## config.mk

```make
export PLATFORM = sky130hd
export DESIGN_NAME = hpcmp_unit
export DESIGN_NICKNAME = d
export VERILOG_FILES = /design/src/rtl/hpcmp_pkg.sv /design/src/rtl/hpcmp_classify.sv /design/src/rtl/hpcmp_order.sv /design/src/rtl/hpcmp_outreg.sv /design/src/rtl/hpcmp_unit.sv
export SDC_FILE = /design/constraint.sdc
export NUM_CORES = 1
export LEC_CHECK = 0
export ABC_AREA = 1
export BUFFER_PORTS_ARGS = -buffer_cell sky130_fd_sc_hd__buf_2
export CORE_UTILIZATION = 49
export CTS_BUF_LIST = sky130_fd_sc_hd__clkbuf_2
export DETAILED_ROUTE_END_ITERATION = 10
export PLACE_DENSITY_LB_ADDON = 0.12
export SYNTH_ARGS = -nofsm -noshare
export SYNTH_HDL_FRONTEND = slang
export SYNTH_SLANG_ARGS = --single-unit
```

## constraint.sdc

```tcl
create_clock -name clk -period 2.9 [get_ports clk]
set_clock_uncertainty 0.1 [all_clocks]
set_input_delay 0.58 -clock clk [delete_from_list [all_inputs] [get_ports clk]]
set_output_delay 0.58 -clock clk [all_outputs]
set_load 0.01 [all_outputs]
```

## src/rtl/hpcmp_pkg.sv

```systemverilog
package hpcmp_pkg;
  localparam int FUNC_W = 5;

  typedef enum logic [FUNC_W-1:0] {
    OP_EQ  = 5'h04,
    OP_GE  = 5'h14,
    OP_AGE = 5'h15,
    OP_GT  = 5'h1C,
    OP_AGT = 5'h1D
  } cmp_op_e;

  typedef struct packed {
    logic use_eq;
    logic use_gt;
    logic strip;
    logic known;
  } op_decode_t;

  function automatic op_decode_t decode_op(input logic [FUNC_W-1:0] code);
    op_decode_t d;
    d = '0;
    unique case (code)
      OP_EQ:  begin d.known = 1'b1; d.use_eq = 1'b1; end
      OP_GE:  begin d.known = 1'b1; d.use_eq = 1'b1; d.use_gt = 1'b1; end
      OP_GT:  begin d.known = 1'b1; d.use_gt = 1'b1; end
      OP_AGE: begin d.known = 1'b1; d.use_eq = 1'b1; d.use_gt = 1'b1; d.strip = 1'b1; end
      OP_AGT: begin d.known = 1'b1; d.use_gt = 1'b1; d.strip = 1'b1; end
      default: d = '0;
    endcase
    return d;
  endfunction
endpackage

```

## src/rtl/hpcmp_classify.sv

```systemverilog
module hpcmp_classify #(
  parameter int EXP_W = 5,
  parameter int MAN_W = 10,
  localparam int W = 1 + EXP_W + MAN_W
) (
  input  logic [W-1:0] x,
  output logic         is_nan,
  output logic         is_snan,
  output logic         is_zero
);
  logic [EXP_W-1:0] expo;
  logic [MAN_W-1:0] mant;

  assign expo = x[W-2 -: EXP_W];
  assign mant = x[MAN_W-1:0];

  always_comb begin
    is_nan  = (&expo) && (|mant);
    is_snan = is_nan && !mant[MAN_W-1];
    is_zero = (expo == '0) && (mant == '0);
  end
endmodule

```

## src/rtl/hpcmp_order.sv

```systemverilog
module hpcmp_order #(
  parameter int EXP_W = 5,
  parameter int MAN_W = 10,
  localparam int W = 1 + EXP_W + MAN_W
) (
  input  logic [W-1:0] a,
  input  logic [W-1:0] b,
  input  logic         strip,
  input  logic         both_zero,
  output logic         rel_eq,
  output logic         rel_gt
);
  function automatic logic mag_above(input logic [W-2:0] p, input logic [W-2:0] q);
    return p > q;
  endfunction

  logic         sa, sb;
  logic [W-2:0] ma, mb;

  assign sa = a[W-1] & ~strip;
  assign sb = b[W-1] & ~strip;
  assign ma = a[W-2:0];
  assign mb = b[W-2:0];

  always_comb begin
    rel_eq = both_zero || ((sa == sb) && (ma == mb));
    if (both_zero)       rel_gt = 1'b0;
    else if (sa != sb)   rel_gt = !sa;
    else if (sa)         rel_gt = mag_above(mb, ma);
    else                 rel_gt = mag_above(ma, mb);
  end
endmodule

```

## src/rtl/hpcmp_outreg.sv

```systemverilog
module hpcmp_outreg #(
  parameter int W = 16
) (
  input  logic         clk,
  input  logic         rst_n,
  input  logic         load,
  input  logic [W-1:0] d_mask,
  input  logic         d_invalid,
  input  logic         d_unsup,
  input  logic         take,
  output logic         full,
  output logic [W-1:0] q_mask,
  output logic         q_invalid,
  output logic         q_unsup
);
  always_ff @(posedge clk or negedge rst_n) begin
    if (!rst_n) begin
      full      <= 1'b0;
      q_mask    <= '0;
      q_invalid <= 1'b0;
      q_unsup   <= 1'b0;
    end else begin
      if (load) begin
        full      <= 1'b1;
        q_mask    <= d_mask;
        q_invalid <= d_invalid;
        q_unsup   <= d_unsup;
      end else if (take) begin
        full      <= 1'b0;
      end
    end
  end
endmodule

```

## src/rtl/hpcmp_unit.sv

```systemverilog
module hpcmp_unit
  import hpcmp_pkg::*;
#(
  parameter int EXP_W = 5,
  parameter int MAN_W = 10,
  localparam int W = 1 + EXP_W + MAN_W
) (
  input  logic              clk,
  input  logic              rst_n,
  input  logic              in_valid,
  output logic              in_ready,
  input  logic [W-1:0]      in_a,
  input  logic [W-1:0]      in_b,
  input  logic [FUNC_W-1:0] in_func,
  output logic              out_valid,
  input  logic              out_ready,
  output logic [W-1:0]      out_mask,
  output logic              out_invalid,
  output logic              out_unsupported
);
  logic [1:0]   opnd_nan, opnd_snan, opnd_zero;
  logic [W-1:0] opnd [2];
  op_decode_t   dec;
  logic         rel_eq, rel_gt, holds, any_nan, any_snan;
  logic         nxt_invalid, fire;

  assign opnd[0] = in_a;
  assign opnd[1] = in_b;

  for (genvar g = 0; g < 2; g++) begin : g_cls
    hpcmp_classify #(.EXP_W(EXP_W), .MAN_W(MAN_W)) u_cls (
      .x       (opnd[g]),
      .is_nan  (opnd_nan[g]),
      .is_snan (opnd_snan[g]),
      .is_zero (opnd_zero[g])
    );
  end

  assign dec = decode_op(in_func);

  hpcmp_order #(.EXP_W(EXP_W), .MAN_W(MAN_W)) u_ord (
    .a         (in_a),
    .b         (in_b),
    .strip     (dec.strip),
    .both_zero (&opnd_zero),
    .rel_eq    (rel_eq),
    .rel_gt    (rel_gt)
  );

  always_comb begin
    any_nan     = |opnd_nan;
    any_snan    = |opnd_snan;
    holds       = dec.known && !any_nan &&
                  ((dec.use_eq && rel_eq) || (dec.use_gt && rel_gt));
    nxt_invalid = dec.known && ((dec.use_gt) ? any_nan : any_snan);
  end

  assign in_ready = !out_valid || out_ready;
  assign fire     = in_valid && in_ready;

  hpcmp_outreg #(.W(W)) u_out (
    .clk       (clk),
    .rst_n     (rst_n),
    .load      (fire),
    .d_mask    ({W{holds}}),
    .d_invalid (nxt_invalid),
    .d_unsup   (!dec.known),
    .take      (out_ready),
    .full      (out_valid),
    .q_mask    (out_mask),
    .q_invalid (out_invalid),
    .q_unsup   (out_unsupported)
  );
endmodule

```

==> flow_summary.toml, run 1 <==
[synthesis]
synth_area_leaders = "ha_1, nand2_1, buf_4, inv_1, dfrtp_1"
synthDistinctLibCells = 21
synth_area_sq_um = 1030
yosysSeqAreaShare = 0.0970
yosysTopAreaCell = "ha_1"
syn_area_per_cell_sq_um = 5.83
synth-seq-cells = 4
synth_top_area_frac = 0.182
syn_nets = 233
syn_inst = 177
yosysWarnings = 0

[cts]
cts_setup_buffers = 0
htree_num_levels = 1
cts_made_buffers = 3
cts_tree = "done"
clock_latency_ns = 0.21
clock_path_buffers = 2
cts.repair.resized = 0
cts_sinks = 4
clk_pin_slew_worst_paths_ns = 0.04
cts_hold_buffers = 0
root_buffer = "clkbuf_2"

[global_route]
grt_pass1_vias = 1036
grt_overflow = 0
antenna_found_initial = 0
track_usage = 0.224
grt_pass1_wl_um = 3710
grt_max_degree = 18

[die]
row_count = 16
start_util = 0.526
die_area_sq_um = 2290
io_pins = 61
fp.dieW_um = 47.9
chipHeight_um = 47.9
core_area_sq_um = 1960

[power_and_ir_drop]
comb_power_share = 0.558
p_sw_frac = 0.419
p_seq_frac = 0.241
intPower_mw = 0.151
netSwitchingPower_mw = 0.109
leakagePower_nw = 0.839
p_per_area_nw_per_um2 = 205
clkPwrFrac = 0.201
ir_worst_vdd_v = 0.000108

[critical_path]
crit_type = "input port to register"
cp.required_ns = 2.91
crit_top_cell = "nand2_1"
cp_top_family = "simple AND/OR/NAND/NOR gates"
crit_cells = 15
cpPeakStageDelay_ns = 0.31
reg2reg_depth = 5
crit_slowest_cell = "ha_1"
cp.arrival_ns = 1.81
end_kind = "register"
crit_buf_inv = 3
crit_path_max_fanout = 3
cp_cell_sequence = "buf_2 -> inv_1 -> ha_1 -> nand2_2 -> inv_1 -> nand2_1 -> nand2_2 -> a21oi_2 -> nand2_2 -> nand2_1 -> nand2_1 -> nand2_1 -> nand2_1 -> nand2_1 -> nand2_1"
cp-start-kind = "input port"

[sta]
slew_viol_final = 0
fmax_ghz = 0.555
rsz0062_at_grt = "no"
max_slew_margin = 0.775
hold_violations = 0
post-route-period-util = 0.621
setup_viol = 0
finalCriticalPeriod_ns = 1.80
max_slew.worst_pin.slew_ns = 0.337
fin_setup_tns_ns = 0

[layout]
fin_nets = 283
drive_above_1_share = 0.378
final_cell_mix = "buf_2, nand2_1, inv_1"
diodes = 0
syn2layout_area_growth_pct = 22.9
instances_no_fill = 252
final_common_cell = "buf_2"

[route]
drt_iter0_drc = 12
antenna_left = 0
firstDrtPassIters = 4
drt-total-wl_um = 2260
vias = 1188
routed_via_density = 4.71
drc_errors = 0
wl_per_cell_um = 8.97

[worst_hold_path]
hold_class = "input port to asynchronous set/reset pin"

[place]
io_buffers = 60
placed_cells = 249
hpwlAfterDp_um = 2080
routabilityCongestion = 0.833

[job]
drv_cap = 0

[run_status]
status = "finished clean"
stage by stage:
stage                     utilization  area, sq um  total power [mW]  setup slack [ns]  hold slack [ns]
after detailed placement        0.639         1250             0.209             0.889            0.287
after floorplan                     -         1030             0.153              1.09            0.184
final                           0.647         1270             0.260              1.10           0.0591
after CTS                       0.647         1270             0.264              1.12           0.0503
after global routing            0.647         1270             0.287             0.922           0.0587
after global placement          0.639         1250             0.203             0.895            0.286
cells in the mapped netlist, drive strengths merged:
library cell / number
nand2: 49
inv: 32
nor2: 30
buf: 15
ha: 15
nand3: 13
o21ai: 7
a21oi: 6
dfrtp: 4
nor3: 3
clkinv: 1
nand4: 1
o21bai: 1
final cells by class:
cell class / instances / area [sq um]
inverters: 33 / 124
multi-input cells: 125 / 696
flip-flops and latches: 4 / 100
clock buffers: 3 / 15.0
fillers: 217 / 693
well taps: 27 / 33.8
repair buffers: 60 / 300
routing by layer:
metal	global-route usage	share of wire	vias to the layer above
li1	-	-	633
met1	0.243	0.41	514
met2	0.454	0.53	38
met3	0.0113	0.048	3
met4	0.0667	0.0088	0
met5	0	0	-
sequential cells by signal, indices dropped and copies added (netlist names):
| signal | count |
|---|---|
| u_out.full | 1 |
| u_out.q_invalid | 1 |
| u_out.q_mask | 1 |
| u_out.q_unsup | 1 |
kinds of logic after synthesis:
logic type / Yosys count / share of synthesized area
and+or+nand+nor: 96 / 0.415
DFF: 4 / 0.0970
buffers and inverters: 48 / 0.229
AOI/OAI and AO/OA: 14 / 0.0776
adders and majority gates: 15 / 0.182
final timing paths:
path	startpoint	end	slack, ns
worst max-delay path	in_a[14]	u_out.q_mask[0]	1.10
worst min-delay path	rst_n	u_out.q_unsup	0.06
worst max register to register	u_out.full	u_out.q_invalid	1.88
worst min register to register	u_out.q_invalid	u_out.q_invalid	0.39
max in group asynchronous	rst_n	u_out.q_invalid	2.53
min in group clk	u_out.q_invalid	u_out.q_invalid	0.39
power groups by stage:
stage	Sequential [mW]	Combinational, mW	Clock (mW)
final	0.0625	0.145	0.0523
after CTS	0.0626	0.146	0.0546
after detailed placement	0.0634	0.146	0
after floorplan	0.0656	0.0877	0
after global placement	0.0632	0.140	0
after global routing	0.0635	0.168	0.0550
Power figures use the tool's default switching activity.
==> run 2, diff against run 1 <==
--- a/config.mk
+++ b/config.mk
@@ -5,9 +5,9 @@
 export SDC_FILE = /design/constraint.sdc
 export NUM_CORES = 1
 export LEC_CHECK = 0
-export ABC_AREA = 1
+export ABC_AREA = 0
 export BUFFER_PORTS_ARGS = -buffer_cell sky130_fd_sc_hd__buf_2
-export CORE_UTILIZATION = 49
+export CORE_UTILIZATION = 42
 export CTS_BUF_LIST = sky130_fd_sc_hd__clkbuf_2
 export DETAILED_ROUTE_END_ITERATION = 10
 export PLACE_DENSITY_LB_ADDON = 0.12
==> constraint.sdc (replaced) <==
create_clock -name clk -period 1.7 [get_ports clk]
set_clock_uncertainty 0.1 [all_clocks]
set_input_delay 0.34 -clock clk [delete_from_list [all_inputs] [get_ports clk]]
set_output_delay 0.34 -clock clk [all_outputs]
set_load 0.01 [all_outputs]
==> flow_summary.toml, run 2 <==
[run_status]
status = "finished with violations"
violations = "setup timing"

[cts]
cts_made_buffers = 3
htree_num_levels = 1
cts_tree = "done"
root_buffer = "clkbuf_2"
clock_path_buffers = 2
clk_pin_slew_worst_paths_ns = 0.04
cts_sinks = 4
clock_latency_ns = 0.20

[place]
place_area_sq_um = 1290
hpwlAfterDp_um = 2020
routabilityCongestion = 0.862
io_buffers = 60

[power_and_ir_drop]
ir_worst_vdd_v = 0.000217
totalPowerFinal_mw = 0.486
p_per_area_nw_per_um2 = 334
leakagePower_nw = 0.760

[die]
die_area_sq_um = 2240
io_pins = 61
row_count = 16
start_util = 0.445
fp.dieW_um = 47.4
core_area_sq_um = 1940
chipHeight_um = 47.4

[synthesis]
syn_nets = 173
yosysSeqAreaShare = 0.116
synth_top_area_frac = 0.217
synthMostInstantiatedCell = "inv_1"
syn_area_per_cell_sq_um = 7.39
yosysTopAreaCell = "ha_1"
synth_edf_count = 0
synth_area_leaders = "ha_1, buf_4, dfrtp_1, inv_1, a21oi_1"
synthTopCellsByCount = "inv_1, buf_4, ha_1"
ys_async_sr_fraction = 1.00
synth-seq-cells = 4
yosys_most_used_dff = "dfrtp_1"
syn_inst = 117
synthDistinctLibCells = 29
yosysWarnings = 0
synth_area_sq_um = 865

[sta]
setup_viol = 1
finalCriticalPeriod_ns = 1.71
slew_viol_final = 0
rsz0062_at_grt = "yes"
max_slew.worst_pin.slew_ns = 0.390
max_slew_margin = 0.736
fmax_ghz = 0.584
setup_ws_ns = -0.0126
hold_violations = 0
post-route-period-util = 1.01

[global_route]
grt_overflow = 0
track_usage = 0.220
grt_max_degree = 18
busiest_layer = "met2"
antenna_found_initial = 0
grt_pass1_wl_um = 3590
use_met1 = 0.264
use_met3 = 0.00769
grt_use_met2 = 0.411
grt_pass1_vias = 951

[layout]
seq_area_sq_um = 100
final_common_cell = "buf_2"
drive_above_1_share = 0.599
final_cell_mix = "buf_2, buf_4, inv_1, ha_4, nand2_1"
diodes = 0
final_cell_area_sq_um = 1460
nFillCells = 154
syn2layout_area_growth_pct = 68.3
fin_nets = 245
multi_input_area_sq_um = 756

[route]
drc_errors = 0
firstDrtPassIters = 4
wl_per_cell_um = 11.7
drt_iter0_drc = 16
vias = 1095
routed_via_density = 5.12
drt-total-wl_um = 2510
antenna_left = 0

[critical_path]
end_kind = "register"
crit_slowest_cell = "a221oi_2"
cp.required_ns = 1.69
cp_cell_sequence = "buf_8 -> inv_4 -> ha_4 -> a21oi_2 -> nand2_1 -> a221oi_2 -> a21o_1 -> nand3_1 -> a31o_1"
crit_path_max_fanout = 3
r2r_setup_slack_ns = 0.44
crit_type = "input port to register"
cp.arrival_ns = 1.70
cpPeakStageDelay_ns = 0.34
cp-start-kind = "input port"

[worst_hold_path]
hold_class = "input port to register"

[job]
drv_cap = 0
run 2: cell types whose count changed in the layout (fill, tap and decap cells not counted), moves of 7 or more:
cell	delta
nand3_1	-7
ha_4	+10
nand2_2	-8
buf_4	+21
nand2_1	-32
nor2_1	-19
ha_1	-10
inv_1	-17
run 2: final timing paths:
kind                            startpoint               to  cells past startpoint
min in group asynchronous            rst_n  u_out.q_invalid                      2
max                               in_a[13]  u_out.q_mask[0]                      9
min                               in_valid       u_out.full                      2
min reg2reg                u_out.q_invalid  u_out.q_invalid                      2
max in group asynchronous            rst_n  u_out.q_mask[0]                      2
max reg2reg                     u_out.full  u_out.q_mask[0]                      6
run 2: cell families (layout without fill, tap and decap cells):
logic type	after synthesis	count (layout)	synth area share
AND/OR/NAND/NOR	44	44	0.291
buffers and inverters	32	102	0.204
AO/OA/AOI/OAI	21	21	0.162
adder cells (fa/ha/maj)	15	15	0.217
flip-flops	4	4	0.116
XOR/XNOR	1	1	0.0101
run 2: cell type report:
class	instances	share of cell area
multi-input cells	81	0.519
flip-flops and latches	4	0.0688
inverters	17	0.0456
well taps	27	0.0232
clock buffers	3	0.0103
repair buffers	82	0.333
run 2: stage by stage:
step | hold slack [ns] | util | setup WS, ns | cells | setup TNS, ns
global route | 0.257 | 0.749 | -0.0786 | 214 | -0.0786
CTS | 0.252 | 0.688 | 0.00461 | 211 | 0
detailed placement | 0.0498 | 0.664 | -0.248 | 207 | -0.248
global placement | 0.0477 | 0.664 | -0.220 | 207 | -0.220
finish | 0.261 | 0.749 | -0.0126 | 214 | -0.0126
floorplan | -0.0556 | - | 0.00219 | 117 | 0
run 2: report_power, final:
part	switching (mW)	total [mW]	internal (mW)	leakage (nW)
logic	0.140	0.299	0.159	0.700
clock network	0.0363	0.0837	0.0474	0.0125
registers	0.00272	0.103	0.100	0.0483
run 2: timing repair:
action / 4_1_cts / 5_1_grt
hold buffers: 1 / 0
endpoints found under the setup margin: 1 / 1
setup buffers: 0 / 3
pin swaps: 6 / 17
gates resized for setup: 5 / 20
endpoints found under the hold margin: 4 / 0
run 2: routing by layer:
layer	vias to the layer above	wire length, um
met1	502	1070
met2	39	1330
met3	0	112
li1	554	-
met4	0	0
met5	-	0
run 2: worst max-delay path: cells and delay by family:
| family | cells | cell delay [ns] |
|---|---|---|
| AOI/OAI and AO/OA | 4 | 0.86 |
| adders and majority gates | 1 | 0.21 |
| buffers and inverters | 2 | 0.15 |
| and+or+nand+nor | 2 | 0.14 |
==> run 3, diff against run 2 <==
--- a/config.mk
+++ b/config.mk
@@ -7,10 +7,11 @@
 export LEC_CHECK = 0
 export ABC_AREA = 0
 export BUFFER_PORTS_ARGS = -buffer_cell sky130_fd_sc_hd__buf_2
-export CORE_UTILIZATION = 42
+export CORE_UTILIZATION = 50
 export CTS_BUF_LIST = sky130_fd_sc_hd__clkbuf_2
 export DETAILED_ROUTE_END_ITERATION = 10
 export PLACE_DENSITY_LB_ADDON = 0.12
 export SYNTH_ARGS = -nofsm -noshare
 export SYNTH_HDL_FRONTEND = slang
+export SYNTH_HIERARCHICAL = 1
 export SYNTH_SLANG_ARGS = --single-unit
==> flow_summary.toml, run 3 <==
[critical_path]
crit_buf_inv = 4
cp.arrival_ns = 2.43
cp.required_ns = 1.80
cpPeakStageDelay_ns = 0.30
crit_top_cell = "a21o_1"
r2r_start = "u_out/full"
r2r-end = "u_out/q_unsup"
cp_top_family = "compound AO/OA/AOI/OAI gates"
end_kind = "register"
crit_path_max_fanout = 7
reg2reg_depth = 4
cp_cell_sequence = "buf_8 -> inv_4 -> ha_4 -> a21o_1 -> a221o_1 -> a221oi_2 -> buf_4 -> a21o_1 -> a211oi_2 -> a22oi_2 -> nor3_4 -> buf_6 -> mux2_4"
crit_slowest_cell = "a221o_1"
cp-start-kind = "input port"
r2r_setup_slack_ns = 0.30
crit_type = "input port to register"

[cts]
root_buffer = "clkbuf_2"
htree_num_levels = 1
cts_made_buffers = 3
cts_tree = "done"
cts_sinks = 19
clock_path_buffers = 2
clk_pin_slew_worst_paths_ns = 0.16
clock_latency_ns = 0.29

[layout]
final_cell_mix = "buf_2, buf_4, dfrtp_1"
diodes = 0
final_util = 0.848
fin_nets = 290
largest_reg_flops = 16
syn2layout_area_growth_pct = 54.3
top_register = "u_out/q_mask"
final_cell_area_sq_um = 2200
drive_above_1_share = 0.614
final_common_cell = "buf_2"

[die]
io_pins = 61
fp.dieW_um = 55.4
row_count = 18
core_area_sq_um = 2590
chipHeight_um = 55.4
die_area_sq_um = 3070
start_util = 0.550

[sta]
finalCriticalPeriod_ns = 2.34
hold_violations = 0
slew_viol_final = 0
max_slew.worst_pin.slew_ns = 0.412
setup_viol = 17
fmax_ghz = 0.428
rsz0062_at_grt = "yes"
post-route-period-util = 1.37
setup_ws_ns = -0.636
max_slew_margin = 0.725

[synthesis]
synthMostInstantiatedCell = "dfrtp_1"
ys_async_sr_fraction = 1.00
synth_edf_count = 0
synthDistinctLibCells = 35
syn_nets = 190
synth_area_sq_um = 1420
yosysWarnings = 6
syn_inst = 134
yosysTopAreaCell = "dfrtp_1"
synth_top_area_frac = 0.334
syn_area_per_cell_sq_um = 10.6
synth-seq-cells = 19
yosysSeqAreaShare = 0.334
synthTopCellsByCount = "dfrtp_1, inv_1, ha_1"
yosys_most_used_dff = "dfrtp_1"
synth_area_leaders = "dfrtp_1, ha_1, mux2_4, mux2_2, inv_1"

[place]
routabilityCongestion = 0.778
place_area_sq_um = 2050
hpwlAfterDp_um = 2910
io_buffers = 60

[route]
wl_per_cell_um = 14.0
firstDrtPassIters = 4
vias = 1393
drt-total-wl_um = 3680
drt_iter0_drc = 64
drc_errors = 0
antenna_left = 0
routed_via_density = 5.30

[job]
drv_cap = 0

[run_status]
violations = "setup timing"
status = "finished with violations"

[worst_hold_path]
hold_end = "u_out/full"
holdPathStages = 3
hold_class = "input port to register"
worst_hold_startpoint = "out_ready"

[power_and_ir_drop]
ir_worst_vdd_v = 0.000696
leakagePower_nw = 1.21
p_per_area_nw_per_um2 = 483

[global_route]
track_usage = 0.255
grt_max_degree = 20
antenna_found_initial = 0
grt_pass1_wl_um = 6180
grt_pass1_vias = 1376
grt_overflow = 0
[run 3: cell types whose count changed after synthesis, moves of 3 or more]
cell and change:
nor3_1 +5, dfrtp_1 +15, buf_4 -15, a21oi_1 -3
mux2_4 +9, and2_1 +3, nand4_1 -5, mux2_2 +9
nor4_1 -4, nand2_1 -5
[run 3: what timing repair did]
action	CTS	global route
gates resized for setup	18	5
pin swaps	11	5
endpoints found under the hold margin	19	0
buffers inserted	3	0
cloned	0	0
setup endpoints to repair	17	17
hold buffers	1	0
[run 3: layer usage]
layer / global-route usage / vias to the layer above / wire (um)
met5: 0 / - / 0
met4: 0.0500 / 0 / 26
met3: 0.0632 / 2 / 183
met2: 0.446 / 48 / 1910
met1: 0.318 / 650 / 1570
li1: - / 693 / -
[run 3: worst max-delay path by stage]
stage / from / cells past startpoint / endpoint / slack (ns)
6_report: in_b[8] / 13 / u_out/q_mask[2] / -0.64
5_1_grt: in_b[8] / 13 / u_out/q_mask[15] / -0.70
4_1_cts: in_b[9] / 13 / u_out/q_mask[3] / -0.59
3_5_place_dp: in_b[13] / 11 / u_out/q_mask[3] / -1.10
3_3_place_gp: in_b[14] / 11 / u_out/q_mask[3] / -1.0
2_1_floorplan: in_a[5] / 8 / u_out/q_mask[0] / -0.68
[run 3: worst reg2reg max path: cells and delay by family (launching register included)]
family                 cells  cell delay [ns]
buffers and inverters      1             0.20
DFF                        1             0.42
muxes                      1             0.35
and+or+nand+nor            2             0.24
[run 3: cell type report]
cell class / count / area [sq um]
fill: 158 / 393
multi-input combinational: 95 / 960
sequential: 19 / 475
tap: 30 / 37.5
inverter: 18 / 75.1
clock buffer: 4 / 20.0
timing repair buffer: 97 / 629
[run 3: metrics by stage]
step / setup TNS (ns) / std cells / total power [mW] / hold slack (ns) / setup WS, ns
2_1_floorplan: -10.90 / 134 / 0.664 / -0.0556 / -0.675
3_3_place_gp: -16.30 / 255 / 0.823 / 0.175 / -0.995
3_5_place_dp: -17.72 / 255 / 0.843 / 0.195 / -1.10
4_1_cts: -9.46 / 263 / 1.06 / 0.207 / -0.594
5_1_grt: -11.09 / 263 / 1.13 / 0.207 / -0.703
6_report: -10.18 / 263 / 1.06 / 0.216 / -0.636
[run 3: logic make-up after synthesis]
family,after synthesis,share of synthesized area
compound gates,19,0.0967
xor+xnor,1,0.00615
fa+ha+maj,15,0.132
buf+inv,20,0.0694
flops,19,0.334
mux,18,0.166
simple gates,42,0.196
[run 3: power breakdown]
group          switching, mW  internal [mW]
sequential            0.0104          0.471
clock                  0.127         0.0624
combinational          0.176          0.215
